### config.mk
export PLATFORM = sky130hd
export DESIGN_NAME = otp_secreg_ctrl
export DESIGN_NICKNAME = d
export VERILOG_FILES = /design/src/rtl/otp_pkg.sv /design/src/rtl/otp_cmd_fsm.sv /design/src/rtl/otp_store.sv /design/src/rtl/otp_secreg_ctrl.sv
export SDC_FILE = /design/constraint.sdc
export NUM_CORES = 1
export LEC_CHECK = 0
export ABC_AREA = 1
export BUFFER_PORTS_ARGS = -buffer_cell sky130_fd_sc_hd__buf_2
export CORE_AREA = 2 2 85 87
export DETAILED_ROUTE_END_ITERATION = 12
export DIE_AREA = 0 0 87 89
export GPL_TIMING_DRIVEN = 0
export PLACE_DENSITY = 0.82
export SYNTH_ARGS = -nofsm -noshare
export SYNTH_HDL_FRONTEND = slang
export SYNTH_SLANG_ARGS = --single-unit
### constraint.sdc
create_clock -name clk -period 2.4 [get_ports clk]
set_input_delay 0.36 -clock clk [delete_from_list [all_inputs] [get_ports clk]]
set_output_delay 0.36 -clock clk [all_outputs]
set_load 0.02 [all_outputs]
### src/rtl/otp_pkg.sv
package otp_pkg;
  localparam int WORD_W    = 16;
  localparam int SEG_WORDS = 4;
  localparam int LOCK_ADDR = 'h80;
  localparam int FACT_BASE = LOCK_ADDR + 1;
  localparam int USER_BASE = FACT_BASE + SEG_WORDS;
  localparam int MAP_LAST  = USER_BASE + SEG_WORDS - 1;

  localparam logic [7:0] OP_READ_ARRAY = 8'hFF;
  localparam logic [7:0] OP_READ_ID    = 8'h90;
  localparam logic [7:0] OP_PGM_SETUP  = 8'hC0;
  localparam logic [7:0] OP_CLR_STAT   = 8'h50;

  typedef enum logic [1:0] {MODE_ARRAY, MODE_IDENT, MODE_STATUS} rmode_e;
  typedef enum logic [1:0] {REG_NONE, REG_LOCK, REG_FACT, REG_USER} region_e;

  // Which part of the security map a word address falls into.
  function automatic region_e region_of(input int unsigned a);
    if (a == LOCK_ADDR)                        return REG_LOCK;
    else if (a >= FACT_BASE && a < USER_BASE)  return REG_FACT;
    else if (a >= USER_BASE && a <= MAP_LAST)  return REG_USER;
    else                                       return REG_NONE;
  endfunction

  // Status: bit7 ready, bit4 program error, bit1 lock error.
  function automatic logic [WORD_W-1:0] status_word(input logic e_pgm, input logic e_lock);
    return {8'h00, 1'b1, 2'b00, e_pgm, 2'b00, e_lock, 1'b0};
  endfunction

  function automatic logic [WORD_W-1:0] lock_word(input logic f_lock, input logic u_lock);
    return {{(WORD_W-2){1'b1}}, u_lock, f_lock};
  endfunction

  // One-way programming: a bit can only be cleared.
  function automatic logic [WORD_W-1:0] otp_merge(input logic [WORD_W-1:0] old_w,
                                                   input logic [WORD_W-1:0] new_w);
    return old_w & new_w;
  endfunction
endpackage

### src/rtl/otp_cmd_fsm.sv
module otp_cmd_fsm
  import otp_pkg::*;
(
  input  logic       clk,
  input  logic       rst_n,
  input  logic       wr_en,
  input  logic [7:0] cmd,
  output rmode_e     mode,
  output logic       pgm_fire,
  output logic       clr_fire,
  output logic       cmd_ignored
);
  logic   armed;
  logic   first_cyc;
  logic   known;

  always_comb begin
    first_cyc   = wr_en && !armed;
    pgm_fire    = wr_en && armed;
    known       = (cmd == OP_READ_ARRAY) || (cmd == OP_READ_ID) ||
                  (cmd == OP_PGM_SETUP)  || (cmd == OP_CLR_STAT);
    clr_fire    = first_cyc && (cmd == OP_CLR_STAT);
    cmd_ignored = first_cyc && !known;
  end

  always_ff @(posedge clk) begin
    if (!rst_n) begin
      mode  <= MODE_ARRAY;
      armed <= 1'b0;
    end else if (pgm_fire) begin
      armed <= 1'b0;
      mode  <= MODE_STATUS;
    end else if (first_cyc) begin
      case (cmd)
        OP_READ_ARRAY: mode <= MODE_ARRAY;
        OP_READ_ID:    mode <= MODE_IDENT;
        OP_PGM_SETUP: begin
          armed <= 1'b1;
          mode  <= MODE_STATUS;
        end
        default: ;
      endcase
    end
  end
endmodule

### src/rtl/otp_store.sv
module otp_store
  import otp_pkg::*;
#(
  parameter int ADDR_W = 8
)(
  input  logic                        clk,
  input  logic                        rst_n,
  input  logic                        pgm_fire,
  input  logic                        clr_fire,
  input  logic [ADDR_W-1:0]           addr,
  input  logic [WORD_W-1:0]           wdata,
  output region_e                     region,
  output logic                        f_lock,
  output logic                        u_lock,
  output logic [SEG_WORDS*WORD_W-1:0] user_flat,
  output logic                        err_pgm,
  output logic                        err_lock,
  output logic                        ev_oor,
  output logic                        ev_locked,
  output logic                        ev_user_wr
);
  logic ev_lock_wr;

  always_comb begin
    region     = region_of(32'(addr));
    ev_oor     = pgm_fire && (region == REG_NONE);
    ev_locked  = pgm_fire && ((region == REG_FACT) || ((region == REG_USER) && !u_lock));
    ev_user_wr = pgm_fire && (region == REG_USER) && u_lock;
    ev_lock_wr = pgm_fire && (region == REG_LOCK);
  end

  // Lock bits: factory lock starts cleared, user lock starts blank.
  always_ff @(posedge clk) begin
    if (!rst_n) begin
      f_lock <= 1'b0;
      u_lock <= 1'b1;
    end else if (ev_lock_wr) begin
      f_lock <= f_lock & wdata[0];
      u_lock <= u_lock & wdata[1];
    end
  end

  for (genvar g = 0; g < SEG_WORDS; g++) begin : g_user
    logic hit;
    assign hit = ev_user_wr && (32'(addr) == 32'(USER_BASE + g));
    always_ff @(posedge clk) begin
      if (!rst_n)
        user_flat[g*WORD_W +: WORD_W] <= '1;
      else if (hit)
        user_flat[g*WORD_W +: WORD_W] <= otp_merge(user_flat[g*WORD_W +: WORD_W], wdata);
    end
  end

  always_ff @(posedge clk) begin
    if (!rst_n) begin
      err_pgm  <= 1'b0;
      err_lock <= 1'b0;
    end else if (clr_fire) begin
      err_pgm  <= 1'b0;
      err_lock <= 1'b0;
    end else begin
      err_pgm  <= err_pgm  | ev_oor | ev_locked;
      err_lock <= err_lock | ev_locked;
    end
  end
endmodule

### src/rtl/otp_secreg_ctrl.sv
module otp_secreg_ctrl
  import otp_pkg::*;
#(
  parameter int              ADDR_W     = 8,
  parameter logic [63:0]     FACTORY_ID = 64'h0123_4567_89AB_CDEF,
  parameter logic [15:0]     ARRAY_FILL = 16'hFFFF
)(
  input  logic              clk,
  input  logic              rst_n,
  input  logic              wr_en,
  input  logic              rd_en,
  input  logic [ADDR_W-1:0] addr,
  input  logic [15:0]       wdata,
  output logic [15:0]       rdata
);
  localparam int IDX_W = $clog2(SEG_WORDS);

  rmode_e                      mode;
  region_e                     region;
  logic                        ev_pgm, ev_clr, ev_ignored;
  logic                        ev_oor, ev_locked, ev_user_wr;
  logic                        f_lock, u_lock, err_pgm, err_lock;
  logic [SEG_WORDS*WORD_W-1:0] user_flat;
  logic [IDX_W-1:0]            fidx, uidx;

  otp_cmd_fsm u_fsm (
    .clk(clk), .rst_n(rst_n), .wr_en(wr_en), .cmd(wdata[7:0]),
    .mode(mode), .pgm_fire(ev_pgm), .clr_fire(ev_clr), .cmd_ignored(ev_ignored)
  );

  otp_store #(.ADDR_W(ADDR_W)) u_store (
    .clk(clk), .rst_n(rst_n), .pgm_fire(ev_pgm), .clr_fire(ev_clr),
    .addr(addr), .wdata(wdata), .region(region),
    .f_lock(f_lock), .u_lock(u_lock), .user_flat(user_flat),
    .err_pgm(err_pgm), .err_lock(err_lock),
    .ev_oor(ev_oor), .ev_locked(ev_locked), .ev_user_wr(ev_user_wr)
  );

  assign fidx = IDX_W'(32'(addr) - 32'(FACT_BASE));
  assign uidx = IDX_W'(32'(addr) - 32'(USER_BASE));

  always_comb begin
    rdata = '0;
    if (rd_en) begin
      case (mode)
        MODE_ARRAY:  rdata = ARRAY_FILL;
        MODE_STATUS: rdata = status_word(err_pgm, err_lock);
        default: begin
          case (region)
            REG_LOCK: rdata = lock_word(f_lock, u_lock);
            REG_FACT: rdata = FACTORY_ID[fidx*WORD_W +: WORD_W];
            REG_USER: rdata = user_flat[uidx*WORD_W +: WORD_W];
            default:  rdata = '0;
          endcase
        end
      endcase
    end
  end
endmodule

==> metrics.yaml, run 1 <==
ys_seq_elements: 71
die_area_um2: 7740
grt_first_pass_wirelength_um: 17200
num_antenna_cells: 0
ys_types: 33
synth_top_area_cell: "dfxtp_1"
hold_violations: 0
crit_required_ns: 2.04
r2r_slack_ns: 0.80
synthTopCellsByArea: "dfxtp_1 (41%), nand2_1 (15%), o21ai_0 (9.0%), a21oi_1 (4.1%), inv_1 (3.7%)"
antenna_found_initial: 0
gp_congestion: 0.910
violations: "setup timing"
setup_viol: 17
crit_arrival_ns: 2.23
cts_root_buffer: "clkbuf_8"
timing.fmax_ghz: 0.386
max_cap_violations: 0
ant_nets: 0
outcome: "finished, violations left"
clk_pin_slew_ns: 0.07
grt_pass1_vias: 3450
htreeDepth: 3
final.setup.tns_ns: -1.63
clockBufferDepth: 2
start_util: 0.513
cts_hold_buf: 0
syn_area_um2: 3450
track_usage: 0.292
setup_ws_ns: -0.193
ir_drop_v: 0.000404
first_pass_iters: 6
crit_path_start_kind: "primary input"
synth.avg_cell_area_um2: 7.26
dp_hpwl_um: 7050
totalWireLength_um: 11800
maxSlewHeadroom: 0.567
port_buffers: 42
numCtsBuffers: 9
dieWidth_um: 87
syn-num-nets: 508
finalNetCount: 593
rows: 30
pin_count: 44
rsz0062_at_grt: "true"
p_per_area_nw_per_um2: 529
fin_worst_skew_ns: 0.0107
grt_max_degree: 11
synth_common_cells: "nand2_1 (134), dfxtp_1 (71), o21ai_0 (62)"
area_growth_syn_to_layout_pct: 36.7
ys_warn_count: 0
total_power_uw: 2490
place_inst: 597
slew_violations: 0
ys_seq_area_frac: 0.412
synth_cells: 475
synth-main-ff-cell: "dfxtp_1"
cts_sinks: 71
tightest_slew_ns: 0.649
vias_per_cell: 6.09
wire_per_inst_um: 18.3
core_um2: 6720
overflow: 0
routed-via-count: 3914
min_period_ns: 2.59
drt_iter0_markers: 488
cts_tree: "done"
crit_fanout: 5
synth-edff-count: 0
end_kind: "output pin"
min_path_type: "in -> reg"
criticalPathCategory: "in -> out"
fin_crit_sh: 1.08
final_cell_count_no_fill: 643
die_y_um: 89
yosysMostFrequentCell: "nand2_1"
leakage_uw: 0.00200
drc: 0
synthArstFlopShare: 0
drive_gt1_frac: 0.318
insertion_delay_ns: 0.36
synth.top_cell.area_share: 0.412
[cells in the final DEF, fill, tap and decap left out, types with 8 or more instances in the layout]
master      n
nor2_1     26
nand3_2    10
o21ai_1    20
buf_4      29
o21ai_2    12
nand2_1   124
nand3_1    10
a21oi_1     8
o21ai_0    54
clkbuf_1   13
nand4_1    12
buf_2      25
buf_6      18
clkbuf_8   11
nand2_2     8
inv_1      29
dfxtp_1    70
a21oi_2    15
[logic make-up after synthesis]
family | Yosys count | synth area share
AND/OR/NAND/NOR | 213 | 0.287
buffers and inverters | 58 | 0.0718
multiplexers | 2 | 0.00581
AO/OA/AOI/OAI | 126 | 0.205
adder cells (fa/ha/maj) | 5 | 0.0181
flip-flops | 71 | 0.412
[where the power goes]
part           internal, uW  switching (uW)  leakage [uW]
Clock                   420             434     0.0000854
Sequential             1180           0.223      0.000575
Combinational           177             282       0.00134
Total                  1770             717       0.00200
[what timing repair did]
item,CTS,global route
hold endpoints to repair,0,0
endpoints found under the setup margin,16,20
setup buffers,19,13
cloned,1,0
pin swaps,25,25
resized for setup,67,48
[final timing paths]
path / from / to / cells past startpoint
setup reg to reg: u_fsm.armed / u_store.user_flat[14] / 6
hold reg to reg: u_store.user_flat[34] / u_store.user_flat[34] / 2
hold / removal: wdata[11] / u_store.user_flat[27] / 3
setup / recovery: addr[0] / rdata[7] / 16
[critical path: stages]
cell and delay (ns):
buf_8 0.10, buf_8 0.12, inv_6 0.05, clkbuf_16 0.13, ha_4 0.13, inv_2 0.04
nor2_4 0.08, a21oi_2 0.06, nand2_2 0.13, nand3_4 0.14, buf_12 0.17, buf_6 0.11
nor3_4 0.19, o21ai_2 0.11, a21oi_2 0.16, buf_6 0.13
[through the flow]
stage          utilization  worst slack (ns)  hold WS, ns  cell area, um^2
6_report             0.701            -0.193        0.252             4710
5_1_grt              0.701            -0.299        0.263             4710
4_1_cts              0.663            -0.109        0.248             4450
3_5_place_dp         0.582            -0.540        0.437             3910
3_3_place_gp         0.582            -0.504        0.429             3910
2_1_floorplan            -          0.000465        0.417             3600
[per-layer routing]
metal,vias up,routed length (um),global-route usage,share of wire
met5,-,0,0,0
met4,0,540,0.134,0.046
met3,63,1200,0.0609,0.10
met2,268,5500,0.489,0.47
met1,1818,4540,0.363,0.39
li1,1765,-,-,-
[state kept, by name, summed over array words and instances, names as in the netlist]
register / flops
u_store.u_lock: 1
u_store.err_pgm: 1
u_fsm.armed: 1
u_fsm.mode: 2
u_store.err_lock: 1
u_store.user_flat: 64
u_store.f_lock: 1
[layout make-up]
cell class                      count  area, um^2
Clock inverter                      1        5.00
Multi-Input combinational cell    346        2090
Tap cell                           80         100
Sequential cell                    71        1420
Clock buffer                       13         159
Timing Repair Buffer               73         589
Buffer                             21         170
Timing Repair inverter              1        11.3
Inverter                           37         161
Fill cell                         484        2010
No activity file was read; power rests on OpenSTA's default activity.
==> run 2, diff against run 1 <==
--- a/config.mk
+++ b/config.mk
@@ -12,6 +12,7 @@
 export DIE_AREA = 0 0 87 89
 export GPL_TIMING_DRIVEN = 0
 export PLACE_DENSITY = 0.82
+export SKIP_LAST_GASP = 1
 export SYNTH_ARGS = -nofsm -noshare
 export SYNTH_HDL_FRONTEND = slang
 export SYNTH_SLANG_ARGS = --single-unit
==> run 2 against run 1 <==
  * The run still ends with setup timing left
  * First-iteration DRC count up 7.4%
  * Clock skew down 0.0044 ns
  * Global-route usage shrank 0.49 points
  * Via count shrank 2.0%
  * Clock-buffer cell count is the same
  * Core utilization down 0.86 points
  * Power shrank 1.1%
  * Die area stayed put
  * Largest power group unchanged
  * Worst hold slack better by 0.0018 ns
  * Largest cell class unchanged
==> metrics.yaml, run 2 (synthesis results as in run 1) <==
route.met2.wl_um: 5450  # -0.87%
htreeDepth: 3  # unchanged
ir_drop_v: 0.000394  # -2.4%
cts_tree: "done"
fin_worst_skew_ns: 0.00637  # -0.00436 ns
ant_nets: 0  # unchanged
maxSlewHeadroom: 0.568  # +0.00105
layout_common_cells: "nand2_1 (120), dfxtp_1 (70), o21ai_0 (58), buf_4 (31)"
wire_per_inst_um: 17.7  # -3.4%
cts_root_buffer: "clkbuf_8"
die_area_um2: 7740  # unchanged
num_antenna_cells: 0  # unchanged
top_layer_used: "met4"
min_path_type: "in -> reg"
crit_path_start_kind: "primary input"
drt_iter0_markers: 524  # +7.4%
totalWireLength_um: 11400  # -3.3%
cts_hold_buf: 0  # unchanged
core_um2: 6720  # unchanged
top_register: "u_store.user_flat"
crit_required_ns: 2.04  # about the same
p_per_area_nw_per_um2: 529  # +0.15%
hold_ws_ns: 0.253  # +0.00183 ns
hold_violations: 0  # unchanged
clockBufferDepth: 2  # unchanged
grt_first_pass_wirelength_um: 17000  # -1.5%
numCtsBuffers: 9  # unchanged
routed-via-count: 3835  # -2.0%
dp_hpwl_um: 7050  # unchanged
place_inst: 597  # unchanged
gp_congestion: 0.910  # unchanged
wl_met1_um: 4470  # -1.6%
n_fill_cell: 510  # +5.4%
overflow: 0  # unchanged
largest_register_ffs: 64  # unchanged
timing.fmax_ghz: 0.403  # +4.5%
end_kind: "output pin"
die_y_um: 89  # unchanged
area_growth_syn_to_layout_pct: 35.0
vias_per_cell: 5.95  # -2.2%
dieWidth_um: 87  # unchanged
criticalPathCategory: "in -> out"
tightest_slew_ns: 0.647  # -0.00157 ns
final_cell_count_no_fill: 644  # +0.16%
antenna_found_initial: 0  # unchanged
outcome: "finished, violations left"
met3_length_um: 999  # -17%
crit_fanout: 6  # +1
pin_count: 44  # unchanged
insertion_delay_ns: 0.35  # about the same
cts_sinks: 71  # unchanged
leakage_uw: 0.00197  # -1.3%
port_buffers: 42  # unchanged
start_util: 0.513  # unchanged
clk_pin_slew_ns: 0.06  # about the same
drive_gt1_frac: 0.319  # +0.00121
grt_max_degree: 11  # unchanged
grt_pass1_vias: 3436  # -0.41%
slew_violations: 0  # unchanged
setup_ws_ns: -0.0824  # +0.111 ns
first_pass_iters: 5  # -1
mostFrequentLayoutCell: "nand2_1"
rows: 30  # unchanged
biggestRegsByFlops: "u_store.user_flat: 64 flops, u_fsm.mode: 2 flops"
fin_crit_sh: 1.03  # -0.0461
max_cap_violations: 0  # unchanged
min_period_ns: 2.48  # -0.111 ns
finalNetCount: 594  # +0.17%
violations: "setup timing"
setup_viol: 8  # -9
track_usage: 0.287  # -0.00494
drc: 0  # unchanged
crit_arrival_ns: 2.12  # -0.11 ns
rsz0062_at_grt: "true"
-- run 2: worst paths after layout --
path,start,end,slack (ns),cells past startpoint
setup / recovery,addr[0],rdata[11],-0.08,13
hold reg to reg,u_store.user_flat[34],u_store.user_flat[34],0.45,2
hold / removal,wdata[9],u_store.user_flat[9],0.25,3
setup reg to reg,u_fsm.armed,u_store.user_flat[22],0.82,6
-- run 2: worst max-delay path: stages --
cell and delay (ns):
buf_8 0.10, buf_8 0.13, clkinv_8 0.06, ha_4 0.14
a21oi_4 0.06, o21ai_4 0.23, nand3_4 0.18, buf_4 0.18
buf_4 0.12, nor3_2 0.15, o21ai_2 0.08, a21oi_2 0.18
buf_6 0.14
-- run 2: per-layer routing --
metal,vias up,track usage
met3,49,0.0693
met1,1797,0.356
met5,-,0
met4,0,0.125
li1,1768,-
met2,221,0.477
-- run 2: power by group --
group          internal (uW)  switching, uW  total (uW)  leakage (uW)
combinational            168            274         441       0.00131
sequential              1180          0.210        1180      0.000575
clock                    420            425         845     0.0000854
total                   1770            699        2460       0.00197
-- run 2: cell type report --
cell class / instances / area (um^2) / share of cell area
Clock buffer: 13 / 159 / 0.0341
Timing Repair inverter: 1 / 11.3 / 0.00242
Inverter: 37 / 170 / 0.0365
Clock inverter: 1 / 5.00 / 0.00107
Timing Repair Buffer: 75 / 574 / 0.123
Tap cell: 80 / 100 / 0.0215
Multi-Input combinational cell: 346 / 2080 / 0.447
Buffer: 20 / 133 / 0.0285
Sequential cell: 71 / 1420 / 0.306
-- run 2: per-stage QoR --
stage	power [uW]	utilization	setup slack (ns)	TNS, ns	area (um^2)
2_1_floorplan	1400	-	0.000465	0	3600
3_3_place_gp	1510	0.582	-0.504	-16.32	3910
3_5_place_dp	1520	0.582	-0.540	-20.96	3910
4_1_cts	2400	0.656	-0.120	-0.938	4410
5_1_grt	2540	0.693	-0.163	-1.41	4660
6_report	2460	0.693	-0.0824	-0.380	4660
-- run 2: repair_timing --
action / in CTS / in global routing
setup endpoints to repair: 16 / 21
buffers inserted: 19 / 14
hold endpoints to repair: 0 / 0
pin swaps: 21 / 28
gates cloned: 1 / 0
resized for setup: 55 / 42
==> run 3, diff against run 2 <==
--- a/config.mk
+++ b/config.mk
@@ -12,6 +12,7 @@
 export DIE_AREA = 0 0 87 89
 export GPL_TIMING_DRIVEN = 0
 export PLACE_DENSITY = 0.82
+export RECOVER_POWER = 100
 export SKIP_LAST_GASP = 1
 export SYNTH_ARGS = -nofsm -noshare
 export SYNTH_HDL_FRONTEND = slang
==> run 3 against run 2 <==
  * The run still ends with setup timing left
  * Sequential power about the same
  * Fmax unchanged
  * Non-clock buffer count unchanged
  * Core utilization about the same
  * Critical path depth unchanged
  * Cell area about the same
  * Register-to-register slack about the same
  * Worst hold slack unchanged
  * Wire length about the same
  * Critical path type unchanged
==> metrics.yaml, run 3 (synthesis results as in run 1) <==
insertion_delay_ns: 0.35  # about the same
cp_num_cells: 13  # unchanged
clockBufferDepth: 2  # unchanged
cts_root_buffer: "clkbuf_8"
r2r_slack_ns: 0.82  # about the same
setup_ws_ns: -0.0824  # unchanged
gp_congestion: 0.910  # unchanged
multi_input_comb_area_um2: 2080  # unchanged
area_growth_syn_to_layout_pct: 35.0  # about the same
worstRegToRegCells: 6  # unchanged
num_antenna_cells: 0  # unchanged
fin_crit_sh: 1.03  # unchanged
hold_violations: 0  # unchanged
setup_viol: 8  # unchanged
register_area_um2: 1420  # unchanged
core_um2: 6720  # unchanged
biggestRegsByFlops: "u_store.user_flat: 64 flops, u_fsm.mode: 2 flops"
pin_count: 44  # unchanged
first_pass_iters: 5  # unchanged
wire_per_inst_um: 17.7  # about the same
routed-via-count: 3835  # unchanged
critPathSlowestCell: "o21ai_4"
p_per_area_nw_per_um2: 529  # about the same
drive_gt1_frac: 0.317  # -0.00177
ir_drop_v: 0.000394  # unchanged
crit_arrival_ns: 2.12  # about the same
drc: 0  # unchanged
layout_common_cells: "nand2_1 (120), dfxtp_1 (70), o21ai_0 (58), buf_4 (31), inv_1 (29)"
slew_violations: 0  # unchanged
maxSlewHeadroom: 0.568  # unchanged
hold_ws_ns: 0.253  # unchanged
clkPwrFrac: 0.343  # about the same
p_comb_frac: 0.179  # about the same
antenna_found_initial: 0  # unchanged
slowest_delay_ns: 0.23  # about the same
power.internal_uw: 1770  # about the same
min_period_ns: 2.48  # unchanged
tightest_slew_ns: 0.647  # unchanged
end_kind: "output pin"
dieWidth_um: 87  # unchanged
dp_hpwl_um: 7050  # unchanged
ant_nets: 0  # unchanged
finalNetCount: 594  # unchanged
mostFrequentLayoutCell: "nand2_1"
drt_iter0_markers: 524  # unchanged
n_fill_cell: 510  # unchanged
vias_per_cell: 5.95  # unchanged
start_util: 0.513  # unchanged
timing.fmax_ghz: 0.403  # unchanged
cp_cell_sequence: "buf_8 > buf_8 > clkinv_8 > ha_4 > a21oi_4 > o21ai_4 > nand3_4 > buf_4 > buf_4 > nor3_2 > o21ai_2 > a21oi_2 > buf_6"
min_path_type: "in -> reg"
criticalPathCategory: "in -> out"
cts_sinks: 71  # unchanged
die_area_um2: 7740  # unchanged
port_buffers: 42  # unchanged
rsz0062_at_grt: "true"
clk_pin_slew_ns: 0.06  # about the same
max_cap_violations: 0  # unchanged
cts_tree: "done"
pwr-share-seq: 0.478  # about the same
violations: "setup timing"
endpoint: "rdata[11]"
track_usage: 0.287  # unchanged
overflow: 0  # unchanged
outcome: "finished, violations left"
final.setup.tns_ns: -0.380  # unchanged
grt_pass1_vias: 3436  # unchanged
rows: 30  # unchanged
grt_first_pass_wirelength_um: 17000  # unchanged
totalWireLength_um: 11400  # about the same
crit_required_ns: 2.04  # about the same
top_register: "u_store.user_flat"
path_buf_inv: 6  # unchanged
critical_path.top_delay_family: "buffers and inverters"
largest_register_ffs: 64  # unchanged
crit_fanout: 6  # unchanged
crit_path_start_kind: "primary input"
htreeDepth: 3  # unchanged
cts_hold_buf: 0  # unchanged
leakage_uw: 0.00197  # -0.14%
worstSetupStartpoint: "addr[0]"
die_y_um: 89  # unchanged
p_sw_uw: 699  # about the same
reg2reg_from: "u_fsm.armed"
numCtsBuffers: 9  # unchanged
swShare: 0.284  # about the same
grt_max_degree: 11  # unchanged
r2r_end: "u_store.user_flat[22]"
fin_worst_skew_ns: 0.00637  # unchanged
-- run 3: cell count changes in the layout (fill, tap and decap cells not counted), sizes merged --
cell,change
clkbuf,+1
buf,-1
-- run 3: how the worst min path moves through the flow --
stage / from / endpoint / cells past startpoint
after CTS: wdata[11] / u_store.user_flat[27] / 3
after floorplan: u_store.user_flat[28] / u_store.user_flat[28] / 2
after global placement: u_store.user_flat[8] / u_store.user_flat[8] / 2
after global routing: wdata[11] / u_store.user_flat[27] / 3
after detailed placement: u_store.user_flat[34] / u_store.user_flat[34] / 2
final: wdata[9] / u_store.user_flat[9] / 3
-- run 3: layout make-up --
cell class	instances	share of cell area
buffer	20	0.0285
clock buffer	13	0.0341
clock inverter	1	0.00108
inverter	37	0.0366
multi-input combinational	346	0.447
sequential	71	0.306
tap	80	0.0215
timing repair buffer	75	0.123
timing repair inverter	1	0.00242
-- run 3: power by group through the flow --
stage          combinational [uW]  sequential (uW)  clock (uW)
2_1_floorplan                 196             1200           0
3_3_place_gp                  305             1200           0
3_5_place_dp                  311             1200           0
4_1_cts                       381             1180         844
5_1_grt                       466             1180         893
6_report                      441             1180         845
-- run 3: per-stage QoR --
stage	setup slack (ns)	cells	area, um^2	utilization	total power [uW]
2_1_floorplan	0.000465	475	3600	-	1400
3_3_place_gp	-0.504	597	3910	0.582	1510
3_5_place_dp	-0.540	597	3910	0.582	1520
4_1_cts	-0.120	631	4410	0.656	2400
5_1_grt	-0.163	644	4650	0.693	2540
6_report	-0.0824	644	4650	0.693	2460
-- run 3: per-layer routing --
metal,vias to the layer above,wire length [um],GRT usage,part of all wire
met5,-,0,0,0
met4,0,477,0.125,0.042
met3,49,1000,0.0693,0.088
met2,221,5450,0.477,0.48
met1,1797,4470,0.356,0.39
li1,1768,-,-,-
-- run 3: worst min-delay path, cell delays in order --
cell and delay [ns]:
buf_2 0.10, o21ai_1 0.07, nand2_1 0.04
-- run 3: repair_timing --
item / CTS / global route
resized for setup: 55 / 42
pin swaps: 21 / 28
gates cloned: 1 / 0
endpoints found under the setup margin: 16 / 21
buffers inserted: 19 / 14
